$ cat config.mk
export PLATFORM = sky130hd
export DESIGN_NAME = crt_timing_gen
export DESIGN_NICKNAME = d
export VERILOG_FILES = /design/src/rtl/crt_pkg.sv /design/src/rtl/crt_hcount.sv /design/src/rtl/crt_vcount.sv /design/src/rtl/crt_out_stage.sv /design/src/rtl/crt_timing_gen.sv
export SDC_FILE = /design/constraint.sdc
export NUM_CORES = 1
export LEC_CHECK = 0
export CORE_ASPECT_RATIO = 0.75
export CORE_MARGIN = 2
export CORE_UTILIZATION = 30
export CTS_CLUSTER_SIZE = 12
export DETAILED_ROUTE_END_ITERATION = 8
export HOLD_SLACK_MARGIN = 0.03
export SLEW_MARGIN = 25
export SYNTH_ARGS = -nofsm -noshare
export SYNTH_HDL_FRONTEND = slang
export SYNTH_SLANG_ARGS = --single-unit
$ cat constraint.sdc
create_clock -name clk -period 5.9 [get_ports clk]
set_input_delay 1.77 -clock clk [delete_from_list [all_inputs] [get_ports clk]]
set_output_delay 1.77 -clock clk [all_outputs]
set_load 0.02 [all_outputs]
$ cat src/rtl/crt_pkg.sv
// Shared types for the raster timing generator.
// Assumes nothing beyond a SystemVerilog-2017 compiler.
package crt_pkg;
    // Source of a vertical-sync evaluation step.
    typedef enum logic [1:0] {
        VEV_NONE = 2'd0,  // no update this cycle
        VEV_LINE = 2'd1,  // update at the line boundary
        VEV_HALF = 2'd2   // update at mid-line (odd interlaced field)
    } vev_e;
endpackage

$ cat src/rtl/crt_hcount.sv
// Horizontal character counter and horizontal sync.
// Counts character clocks from 0 to total_m5+4. Flags the last character
// and the mid-line point. Sync starts on an exact match and ends on a
// match of the low SE_W bits. Assumes total_m5 is at most 2^H_W-1.
module crt_hcount #(
    parameter int H_W  = 8,
    parameter int SE_W = 5,
    localparam int CW  = H_W + 1
) (
    input  logic            clk,
    input  logic            rst_n,
    input  logic [H_W-1:0]  total_m5,
    input  logic [H_W-1:0]  disp_end,
    input  logic [H_W-1:0]  sync_start,
    input  logic [SE_W-1:0] sync_end,
    output logic [CW-1:0]   cnt,
    output logic            line_end,
    output logic            half_pt,
    output logic            h_disp,
    output logic            h_sync
);
    logic [CW-1:0] last_c;
    logic [CW-1:0] half_c;
    logic          hs_q;

    // Decode the end of the line and the mid-line point from the bias.
    always_comb begin
        last_c   = CW'(total_m5) + CW'(4);
        half_c   = (CW'(total_m5) + CW'(5)) >> 1;
        line_end = (cnt >= last_c);
        half_pt  = (cnt == half_c - CW'(1));
        h_disp   = (cnt <= CW'(disp_end));
        h_sync   = (cnt == CW'(sync_start)) ||
                   (hs_q && (cnt[SE_W-1:0] != sync_end));
    end

    // Advance the character counter and remember the sync state.
    always_ff @(posedge clk) begin
        if (!rst_n) begin
            cnt  <= '0;
            hs_q <= 1'b0;
        end else begin
            cnt  <= line_end ? '0 : cnt + CW'(1);
            hs_q <= h_sync;
        end
    end

    // the counter restarts after the last character.
    assert_wrap_R1: assert property (@(posedge clk) disable iff (!rst_n)
        line_end |=> (cnt == '0));

    // a new sync pulse only begins at the programmed start count.
    assert_hs_start_R3: assert property (@(posedge clk) disable iff (!rst_n)
        (h_sync && !hs_q) |-> (cnt == CW'(sync_start)));
endmodule

$ cat src/rtl/crt_vcount.sv
// Vertical line counter, line doubling, field tracking and vertical sync.
// Advances on line_end from the horizontal counter. In an odd interlaced
// field, vsync is evaluated at the mid-line point instead of the line
// boundary. The display end is given at full-frame scale and halved here
// when interlaced.
module crt_vcount
    import crt_pkg::*;
#(
    parameter int V_W  = 11,
    parameter int SE_W = 4,
    localparam int LW  = V_W + 1
) (
    input  logic            clk,
    input  logic            rst_n,
    input  logic            line_end,
    input  logic            half_pt,
    input  logic [V_W-1:0]  total_m2,
    input  logic [V_W-1:0]  disp_end,
    input  logic [V_W-1:0]  sync_start,
    input  logic [SE_W-1:0] sync_end,
    input  logic            dbl,
    input  logic            ilace,
    output logic [LW-1:0]   line,
    output logic            odd_field,
    output logic            v_disp,
    output logic            v_sync
);
    logic          rep;
    logic          adv;
    logic          frame_end;
    logic [LW-1:0] last_l;
    logic [LW-1:0] line_nxt;
    logic [LW-1:0] vde_eff;
    logic [LW-1:0] ev_line;
    logic          vs_q;
    logic          vs_new;
    vev_e          ev;

    // Line advance, frame wrap and the display limit for this mode.
    always_comb begin
        last_l    = LW'(total_m2) + LW'(1);
        frame_end = (line >= last_l);
        adv       = line_end && (!dbl || rep);
        line_nxt  = frame_end ? '0 : line + LW'(1);
        vde_eff   = ilace ? LW'(disp_end >> 1) : LW'(disp_end);
        v_disp    = (line <= vde_eff);
    end

    // Choose when vsync is evaluated and for which line.
    always_comb begin
        if (ilace && odd_field)
            ev = (half_pt && (!dbl || !rep)) ? VEV_HALF : VEV_NONE;
        else
            ev = adv ? VEV_LINE : VEV_NONE;
        ev_line = (ev == VEV_LINE) ? line_nxt : line;
        vs_new  = (ev_line == LW'(sync_start)) ||
                  (vs_q && (ev_line[SE_W-1:0] != sync_end));
    end

    // Update the scan repeat, line, field and vsync state.
    always_ff @(posedge clk) begin
        if (!rst_n) begin
            rep       <= 1'b0;
            line      <= '0;
            odd_field <= 1'b0;
            vs_q      <= 1'b0;
        end else begin
            if (line_end)
                rep <= dbl && !rep;
            if (adv) begin
                line <= line_nxt;
                if (frame_end)
                    odd_field <= ilace && !odd_field;
            end
            if (ev != VEV_NONE)
                vs_q <= vs_new;
        end
    end

    assign v_sync = vs_q;

    // the line counter moves only at the end of a character line.
    assert_line_hold_R4: assert property (@(posedge clk) disable iff (!rst_n)
        !line_end |=> $stable(line));

    // the first scan of a doubled line leaves the counter unchanged.
    assert_dbl_hold_R8: assert property (@(posedge clk) disable iff (!rst_n)
        (dbl && line_end && !rep) |=> $stable(line));

    // the field flag changes only at a frame wrap.
    assert_field_R9: assert property (@(posedge clk) disable iff (!rst_n)
        !(adv && frame_end) |=> $stable(odd_field));
endmodule

$ cat src/rtl/crt_out_stage.sv
// Output stage: merges the horizontal and vertical display windows into
// display-enable and blank, and applies the selected sync polarity.
// Purely combinational; assumes its inputs come from registered logic.
module crt_out_stage (
    input  logic h_disp,
    input  logic v_disp,
    input  logic h_sync,
    input  logic v_sync,
    input  logic hsync_neg,
    input  logic vsync_neg,
    output logic hsync_o,
    output logic vsync_o,
    output logic blank_o,
    output logic disp_en_o
);
    // Combine the windows and invert the syncs when active-low is chosen.
    always_comb begin
        disp_en_o = h_disp && v_disp;
        blank_o   = !disp_en_o;
        hsync_o   = h_sync ^ hsync_neg;
        vsync_o   = v_sync ^ vsync_neg;
    end
endmodule

$ cat src/rtl/crt_timing_gen.sv
// Top of the raster timing generator. Ties the horizontal counter, the
// vertical counter and the output stage together. One clock is one
// eight-pixel character. All timing values are biased register encodings.
module crt_timing_gen #(
    parameter int H_W   = 8,
    parameter int V_W   = 11,
    parameter int HSE_W = 5,
    parameter int VSE_W = 4,
    localparam int CW   = H_W + 1,
    localparam int LW   = V_W + 1
) (
    input  logic             clk,
    input  logic             rst_n,
    input  logic [H_W-1:0]   h_total_m5,
    input  logic [H_W-1:0]   h_disp_end,
    input  logic [H_W-1:0]   h_sync_start,
    input  logic [HSE_W-1:0] h_sync_end,
    input  logic [V_W-1:0]   v_total_m2,
    input  logic [V_W-1:0]   v_disp_end,
    input  logic [V_W-1:0]   v_sync_start,
    input  logic [VSE_W-1:0] v_sync_end,
    input  logic             hsync_neg,
    input  logic             vsync_neg,
    input  logic             dbl_scan,
    input  logic             interlace,
    output logic             hsync_o,
    output logic             vsync_o,
    output logic             blank_o,
    output logic             disp_en_o,
    output logic [CW-1:0]    char_cnt_o,
    output logic [LW-1:0]    line_cnt_o,
    output logic             odd_field_o
);
    logic line_end;
    logic half_pt;
    logic h_disp;
    logic h_sync;
    logic v_disp;
    logic v_sync;

    crt_hcount #(.H_W(H_W), .SE_W(HSE_W)) u_h (
        .clk        (clk),
        .rst_n      (rst_n),
        .total_m5   (h_total_m5),
        .disp_end   (h_disp_end),
        .sync_start (h_sync_start),
        .sync_end   (h_sync_end),
        .cnt        (char_cnt_o),
        .line_end   (line_end),
        .half_pt    (half_pt),
        .h_disp     (h_disp),
        .h_sync     (h_sync)
    );

    crt_vcount #(.V_W(V_W), .SE_W(VSE_W)) u_v (
        .clk        (clk),
        .rst_n      (rst_n),
        .line_end   (line_end),
        .half_pt    (half_pt),
        .total_m2   (v_total_m2),
        .disp_end   (v_disp_end),
        .sync_start (v_sync_start),
        .sync_end   (v_sync_end),
        .dbl        (dbl_scan),
        .ilace      (interlace),
        .line       (line_cnt_o),
        .odd_field  (odd_field_o),
        .v_disp     (v_disp),
        .v_sync     (v_sync)
    );

    crt_out_stage u_o (
        .h_disp    (h_disp),
        .v_disp    (v_disp),
        .h_sync    (h_sync),
        .v_sync    (v_sync),
        .hsync_neg (hsync_neg),
        .vsync_neg (vsync_neg),
        .hsync_o   (hsync_o),
        .vsync_o   (vsync_o),
        .blank_o   (blank_o),
        .disp_en_o (disp_en_o)
    );

    // display is never enabled past the horizontal display end.
    assert_de_window_R2: assert property (@(posedge clk) disable iff (!rst_n)
        disp_en_o |-> (char_cnt_o <= CW'(h_disp_end)));
endmodule

# == After elaboration in Yosys (flattened, before gate mapping) ==
# Cells that the tools add are included.
# Widths: inputs -> output; s select.
# totals
register_bits,25
in_bits,72
output_inout_bits,26
elab_cells,50
# op_classes
add_sub_neg,6
order_cmp,4
n_eq_ne,6
muxes,6
n_bitwise,3
n_reduce_logical,19
# op_table
op,count
$mux 12,2
$add 8x3->9 const B,2
$add 11x1->12 const B,1
$add 12x1->12 const B,1
$eq 12x11->1,1
$ge 12x12->1,1
$le 12x12->1,1
$mux 11,1
$add 9x1->9 const B,1
$eq 9x8->1,1
$eq 9x9->1,1
$ge 9x9->1,1
$le 9x8->1,1
$sub 8x1->9 const B,1
$logic_and 1x1->1,8
$ne 5x5->1,1
$logic_not 1->1,4
$logic_or 1x1->1,4
$mux 2,2
$ne 4x4->1,1
$eq 2x1->1 const B,1
$reduce_and 2->1,1
$reduce_bool 2->1,1
$reduce_or 2->1,1
3 further kinds,4

# == Depth between registers and ports, before layout ==
# Gate-level depths: netlist of the first run.
# depth
depth_word,11
mapped_depth,16
ltp_nobuf,14

# == Modules after synthesis ==
# From an unflattened synthesis of the first run, not the netlist that was laid out.
# hier_totals
cells_unflattened,508
hier_area_um2,3910.0
# modules_own_cells
module,n_inst,cells_each,area_per_inst_um2,seq_area_each_um2
crt_vcount,1,321,2388.5,300.3
crt_hcount,1,183,1493.9,200.2
crt_out_stage,1,4,27.5,0.0

# == Worst setup path before layout of the first run ==
# OpenSTA, ideal clock, no wires.
# synth_timing
path_kind,input port to output port
start,input port interlace
end,output port disp_en_o
arrival_ps,3894
required_time_ps,4130
slack_ps,236
cell_stages,12
n_path_buf,1
path_cell_list,buf_1 mux2i_1 ha_1 a21oi_1 nor2b_1 o21ai_0 nand2b_1 a21oi_1 nor2b_1 o21ai_0 a31oi_1 nor3_1
# synth_between
elab_chain_cells,3
# synth_lines
item,line_no,source
from (decl),crt_timing_gen.sv:25,"input logic interlace,"
$mux 11,crt_vcount.sv:45,vde_eff = ilace ? LW'(disp_end >> 1) : LW'(disp_end);
$le 12x12->1,crt_vcount.sv:46,v_disp = (line <= vde_eff);
$logic_and 1x1->1,crt_out_stage.sv:18,disp_en_o = h_disp && v_disp;
to (decl),crt_timing_gen.sv:29,"output logic disp_en_o,"
# No other way between the ends.

# == Worst setup path in the final report of the first run ==
# layout_timing
start,input port h_disp_end[1]
end,output port blank_o
# layout_between
elab_chain_cells,3
# layout_lines
item,line_no,source
from (decl),crt_timing_gen.sv:15,"input logic [H_W-1:0] h_disp_end,"
$le 9x8->1,crt_hcount.sv:32,h_disp = (cnt <= CW'(disp_end));
$logic_and 1x1->1,crt_out_stage.sv:18,
$logic_not 1->1,crt_out_stage.sv:19,blank_o = !disp_en_o;
to (decl),crt_timing_gen.sv:28,"output logic blank_o,"
# No other way between the ends.

==> results of run 1 <==
-- per-layer routing --
layer,wire length [µm],vias to the layer above,track usage [%]
met4,78,0,2.05
li1,-,2041,-
met2,5220,135,28.6
met1,6220,1888,26.4
met5,0,-,0
met3,764,9,2.35
-- cell type report --
cell class              count  area, µm²
fillers                  1246       7150
multi-input cells         434       3130
repair buffers            121       1140
flip-flops and latches     25        500
well taps                 166        208
inverters                  25       93.8
clock buffers               3       75.1
clock inverters             1       7.51
-- per-stage QoR --
stage,util [%],instances,cell area (µm²)
2_1_floorplan,-,512,3800
3_3_place_gp,40.8,769,5020
3_5_place_dp,40.8,769,5020
4_1_cts,41.6,775,5120
5_1_grt,41.9,775,5150
6_report,41.9,775,5150
-- flip-flops by register name, summed over array words and instances, names as in the netlist --
name and cells:
u_h.hs_q 1, u_v.v_sync 1, u_v.line 12, u_v.odd_field 1, u_v.rep 1, u_h.cnt 9
-- power by group through the flow --
| stage | Clock [mW] | Sequential [mW] | Combinational [mW] |
|---|---|---|---|
| 4_1_cts | 0.163 | 0.174 | 0.198 |
| 5_1_grt | 0.171 | 0.175 | 0.219 |
| 6_report | 0.159 | 0.175 | 0.199 |
| 3_3_place_gp | 0 | 0.178 | 0.190 |
| 2_1_floorplan | 0 | 0.179 | 0.103 |
| 3_5_place_dp | 0 | 0.178 | 0.196 |
-- Yosys cell counts (all sizes together), types with 3 or more instances --
library cell  count  share of area, %
nor3b             3              0.59
nor3             10               1.4
xnor2            34               8.0
a21o              5               1.2
a21oi            33               4.7
mux2i            11               2.9
o21ai            29               3.8
ha               47                15
nand2            41               4.0
nand3b            3              0.59
a221oi            3               1.0
and4              3              0.69
nand2b            9               1.5
o21a              6               1.2
dfxtp            25                13
a211oi            6               1.2
or3               4              0.66
nor2b            12               2.0
inv              25               2.5
a31oi             3              0.49
nand3            32               4.2
xor2             26               6.2
o31ai             3              0.72
o211ai            5               1.1
o41ai             3              0.89
buf               8               1.3
clkbuf           20               2.0
and2              3              0.49
nand4            13               2.1
and3             10               1.9
nor2             43               4.3
-- path summary, 6_finish.rpt --
path | startpoint | to
worst max-delay path | h_disp_end[1] | blank_o
worst min-delay path | u_v.rep$_SDFFE_PN0P_ | u_v.rep$_SDFFE_PN0P_
worst max register to register | u_v.line[0]$_SDFFE_PN0N_ | u_v.v_sync$_SDFFE_PN0P_
worst min register to register | u_v.rep$_SDFFE_PN0P_ | u_v.rep$_SDFFE_PN0P_
-- cells by family after synthesis --
logic type	share of synthesized area [%]
DFF	13.2
xor gates and xnor gates	14.2
and+or+nand+nor	27.2
AOI/OAI and AO/OA	21.1
adders and majority gates	15.5
buffers and inverters	5.69
muxes	3.19
-- worst register-to-register path, cell delays in order (launching register included) --
cell,delay [ns]
dfxtp_1,0.63
inv_1,0.28
ha_1,0.34
nor2b_1,0.11
o21ai_1,0.08
a41oi_1,0.30
o21ba_1,0.48
buf_4,0.24
nor2_1,0.05
a211o_1,0.26
a211oi_1,0.25
a41o_1,0.22
o31ai_2,0.06
-- cell usage in the layout (no fill, tap or decap), drive strengths merged, types with 4 or more instances in the layout --
| cell type | netlist | layout |
|---|---|---|
| clkdlybuf4s50 | 0 | 89 |
| ha | 47 | 47 |
| nor2 | 43 | 43 |
| nand2 | 41 | 41 |
| xnor2 | 34 | 34 |
| a21oi | 33 | 33 |
| nand3 | 32 | 32 |
| o21ai | 29 | 29 |
| xor2 | 26 | 26 |
| buf | 8 | 26 |
| dfxtp | 25 | 25 |
| inv | 25 | 25 |
| nand4 | 13 | 13 |
| nor2b | 12 | 12 |
| mux2i | 11 | 11 |
| nor3 | 10 | 10 |
| and3 | 10 | 10 |
| nand2b | 9 | 9 |
| o21a | 6 | 6 |
| a211oi | 6 | 6 |
| dlygate4sd2 | 0 | 5 |
| o211ai | 5 | 5 |
| a21o | 5 | 5 |
| or3 | 4 | 4 |
-- what timing repair did --
action | 4_1_cts | 5_1_grt
gates cloned | 0 | 0
pin swaps | 16 | 8
buffers inserted | 2 | 0
endpoints found under the hold margin | 0 | 0
setup endpoints to repair | 2 | 2
resized for setup | 24 | 5
==> metrics, run 1 <==
FF-to-FF setup slack=2.49 ns; Slew @ Worst Pin=just under 0.6 ns; fmax=approximately 170 MHz; slew margin rel.=around three fifths; nets@finish=approximately 730; Crit Path Category=input pin to primary output; cts hold-fix bufs=0; CTS buffer count=3; CP required=4.13 ns; Yosys cell types=75; final hold slack=between 0.5 and 0.6 ns; H-tree depth=1; RSZ-0062 raised after global routing=no; # IOs=~100; gpl congestion=0.845; most used cell, CP=o21a_1; vias per cell=between 5 and 6; final worst slack=0.0943 ns; Syn Area/Cell=~7.4 µm²; core area=~12000 µm²; CTS max path bufs=2; Critical Path AT=4.04 ns; Iter 0 DRT Violations=around 280; vias in the first global route=approximately 4000; sequential-to-total area share from yosys stat=13.2%; GRT Total Usage=around 18%; first-pass GRT wire length=around 20 mm; Crit Path Max Fanout=2; CP Launch Type=input pin; max-slew violation count=0; Hold/Removal Path Class=register to register; Starting Density=between 30% and 40%; Worst VDD drop=72.0 µV; pwr/cell area=103 nW/µm²; Synth Cell Area=3800 µm²; Comb pwr share=a little under two fifths; final setup TNS=0 ns; Mapped Cells=a little over 500; Post-synth EDFFs=0; Buffers on Ports=a little under 100; Clk Latency, worst-skew pair=0.26 ns; hold path cells=2; Root Buffer=clkbuf_16; Clk pwr share=29.9%; post-layout min period=between 5 and 6 ns; largest net degree at the start of global routing=17; GRT overflow=0; critical path depth=13; Pleak=slightly above 2 nW; Layout area overhead=35.6%; HPWL after DPL=about 9.9 mm; critical-path cell list=clkdlybuf4s15_1 -> inv_2 -> ha_4 -> nor2b_1 -> o21a_1 -> o21a_1 -> o21a_1 -> o21a_1 -> o21a_1 -> o21a_1 -> o22a_1 -> or3_1 -> buf_6; P_sw=~0.16 mW; Clock Skew=approximately 0.002 ns; Die Footprint=roughly 14000 µm²; # DRC=0; sequential share of power=around 33%; Site Rows=35; share of layout cells above drive strength 1=approximately 8.9%; maxcap violations=0; Hold Vio Cnt, Final=0; drt wl/cell=15.8 µm; status=finished clean; total internal power=~0.37 mW; Routed WL=roughly 12 mm; Final Setup Violations=0; TritonCTS clock tree=built; worst slack at placement=-0.643 ns; period utilization=between 90% and 100%; sw frac=between 30% and 40%; total power=around 0.53 mW; Die Wd=roughly 130 µm; n_diodes=0; CP max-delay cell=or3_1; Setup crit end kind=primary output; Synth Register Bits=25; Syn Nets=about 630; Post-synth ARST share=0%; vias=around 4100; CP bufs+invs=3; clk sinks=25; Post-DRT Antenna Nets=0; first drt pass iteration count=5; Register-to-Register Path Depth=12; antenna violations before repair=0; Post-synth top flop=dfxtp_1; CTS clock-pin slew for the worst setup and hold paths=roughly 0.07 ns; slowest cell delay on critical path=0.36 ns; crit-path leading delay family=compound AO/OA/AOI/OAI gates; Synthesis Warnings=0; Chip Height=slightly above 100 µm
Note: power is estimated with default switching activity, not from simulation.
==> inputs of run 2 (changes only) <==
--- a/config.mk
+++ b/config.mk
@@ -5,6 +5,7 @@
 export SDC_FILE = /design/constraint.sdc
 export NUM_CORES = 1
 export LEC_CHECK = 0
+export ABC_AREA = 1
 export CORE_ASPECT_RATIO = 0.75
 export CORE_MARGIN = 2
 export CORE_UTILIZATION = 30
==> metrics, run 2 <==
commonest non-fill, non-tap cell in the layout=nand2_1 (was clkdlybuf4s50_1); hold path cells=2 (unchanged); Worst VDD drop=91.2 µV (was 72.0 µV); final hold slack=0.482 ns (was 0.521 ns); TritonCTS clock tree=built (unchanged); CP required=4.13 ns (about the same); fmax=176 MHz (was 172 MHz); Root Buffer=clkbuf_16 (unchanged); vias per cell=4.83 (was 5.26); drt wl/cell=13.6 µm (was 15.8 µm); Clk pwr share=31.4% (was 29.9%); # DRC=0 (unchanged); Die Wd=135 µm (was 134 µm); # IOs=98 (unchanged); Finished Cell Area=5110 µm² (was 5150 µm²); pwr/cell area=105 nW/µm² (was 103 nW/µm²); Syn Area/Cell=6.01 µm² (was 7.42 µm²); core area=12400 µm² (was 12300 µm²); sequential-to-total area share from yosys stat=13.0% (was 13.2%); Hold Vio Cnt, Final=0 (unchanged); Register-to-Register Path Depth=17 (was 12); Hold/Removal Path Class=register to register (unchanged); sw frac=33.1% (was 30.3%); Crit Path Max Fanout=2 (unchanged); CTS clock-pin slew for the worst setup and hold paths=0.08 ns (was 0.07 ns); vias=4390 (was 4073); Slew @ Worst Pin=0.484 ns (was 0.595 ns); first drt pass iteration count=4 (was 5); most frequent cells in the layout=nand2_1, inv_1, clkdlybuf4s50_1, nor2_1, nand3_1 (was clkdlybuf4s50_1, ha_1, nor2_1, nand2_1, xnor2_1); Starting Density=31.1% (was 30.9%); Buffers on Ports=97 (unchanged); Post-synth top cells=nand2_1, inv_1, nor2_1 (was ha_1, nor2_1, nand2_1); slew margin rel.=67.7% (was 60.3%); Routed WL=12.4 mm (was 12.3 mm); GRT overflow=0 (unchanged); Post-synth ARST share=0% (unchanged); H-tree depth=1 (unchanged); total internal power=0.361 mW (was 0.371 mW); Chip Height=102 µm (was 101 µm); first-pass GRT wire length=20.1 mm (was 19.8 mm); CP Launch Type=input pin (unchanged); RSZ-0062 raised after global routing=no (unchanged); area taken by multi-input logic gates=2940 µm² (was 3130 µm²); Final Setup Violations=0 (unchanged); period utilization=96.4% (was 98.4%); Mapped Cells=642 (was 512); post-CTS setup buffers=0 (was 2); Crit Path Category=input pin to primary output (unchanged); Synth top area share=19.9% (was 15.5%); status=finished clean (unchanged); Area after DPL=5030 µm² (was 5020 µm²); vias in the first global route=4290 (was 4002); n_diodes=0 (unchanged); Synth Register Bits=25 (unchanged); Top reg by flops=u_v.line (unchanged); count leader, synth=nand2_1 (was ha_1); max reg flops=12 (unchanged); Post-DRT Antenna Nets=0 (unchanged); leading area contributor after synthesis=nand2_1 (was ha_1); maxcap violations=0 (unchanged); Post-synth EDFFs=0 (unchanged); Yosys cell types=44 (was 75); Synthesis Warnings=0 (unchanged); Synth Cell Area=3860 µm² (was 3800 µm²); Layout area overhead=32.5% (was 35.6%); fill count=1305 (was 1246); Pleak=2.50 nW (was 2.02 nW); Clk Latency, worst-skew pair=0.28 ns (was 0.26 ns); Core Util, Final=41.3% (was 41.9%); largest net degree at the start of global routing=22 (was 17); Post-Layout Cell Count=909 (was 775); antenna violations before repair=0 (unchanged); HPWL after DPL=10.1 mm (was 9.87 mm); CTS max path bufs=2 (unchanged); Clock Skew=0.0105 ns (was 0.00200 ns); Cells after DPL=905 (was 769); post-layout min period=5.69 ns (was 5.81 ns); clk sinks=25 (unchanged); Syn Nets=761 (was 631); Post-synth top flop=dfxtp_1 (unchanged); Iter 0 DRT Violations=223 (was 284); P_sw=0.179 mW (was 0.162 mW); top post-synthesis cells by area=nand2_1, ha_1, dfxtp_1, inv_1, nand3_1 (was ha_1, dfxtp_1, xnor2_1, xor2_1, nand3_1); max-slew violation count=0 (unchanged); Site Rows=35 (unchanged); GRT Total Usage=18.1% (was 17.9%); Setup crit end kind=primary output (unchanged); Die Footprint=13800 µm² (was 13600 µm²); largest registers=u_v.line: 12 flops, u_h.cnt: 9 flops (unchanged); nets@finish=863 (was 729); share of layout cells above drive strength 1=5.79% (was 8.87%); Critical Path AT=3.92 ns (was 4.04 ns); CTS buffer count=3 (unchanged); gpl congestion=0.874 (was 0.845); register area=500 µm² (unchanged); Comb pwr share=35.9% (was 37.3%); sequential share of power=32.8% (about the same)
run 2: final timing paths:
check / start / slack [ns] / end
setup / recovery: h_sync_end[2] / 0.21 / hsync_o
hold / removal: u_h.hs_q$_SDFF_PN0_ / 0.48 / u_h.hs_q$_SDFF_PN0_
setup reg to reg: u_v.line[0]$_SDFFE_PN0N_ / 3.35 / u_v.v_sync$_SDFFE_PN0P_
hold reg to reg: u_h.hs_q$_SDFF_PN0_ / 0.48 / u_h.hs_q$_SDFF_PN0_
run 2: logic make-up after synthesis:
group | after synthesis | share of synthesized area [%]
adder cells (fa/ha/maj) | 47 | 15.2
XOR/XNOR | 30 | 6.81
AND/OR/NAND/NOR | 370 | 43.4
AO/OA/AOI/OAI | 64 | 10.1
multiplexers | 3 | 0.778
flip-flops | 25 | 13.0
buffers and inverters | 103 | 10.7
run 2: cell type report:
cell class                      instances  area share, %
Clock buffer                            3           1.47
Tap cell                              166           4.06
Inverter                               97           7.12
Timing Repair Buffer                  103           19.8
Clock inverter                          1          0.171
Sequential cell                        25           9.79
Multi-Input combinational cell        514           57.6
run 2: timing repair:
item                       CTS  global route
hold endpoints to repair     0             0
cloned                       0             0
gates resized for setup      2             3
setup endpoints to repair    2             2
hold buffers                 0             0
run 2: power by group through the flow:
stage / clock network [mW] / logic (mW) / registers (mW)
finish: 0.169 / 0.193 / 0.177
floorplan: 0 / 0.101 / 0.181
global placement: 0 / 0.187 / 0.181
CTS: 0.175 / 0.193 / 0.177
global route: 0.180 / 0.216 / 0.178
detailed placement: 0 / 0.192 / 0.181
run 2: metrics by stage:
| stage | setup WS [ns] | setup TNS (ns) | power (mW) |
|---|---|---|---|
| after floorplan | 0.692 | 0 | 0.282 |
| after global placement | -0.127 | -0.145 | 0.368 |
| after detailed placement | -0.224 | -0.350 | 0.373 |
| after CTS | 0.0352 | 0 | 0.544 |
| after global routing | 0.120 | 0 | 0.574 |
| final | 0.214 | 0 | 0.539 |
run 2: per-layer routing:
metal / wire length, µm / GRT usage (%)
met1: 6170 / 24.8
met2: 5470 / 30.2
met3: 594 / 2.53
met4: 121 / 4.41
met5: 0 / 0
run 2: worst max-delay path, cell delays in order:
cell             delay (ns)
clkdlybuf4s50_1        0.49
o22ai_1                0.09
a221o_1                0.28
o41ai_1                0.33
nand2_1                0.18
xor2_1                 0.16
clkdlybuf4s50_1        0.62
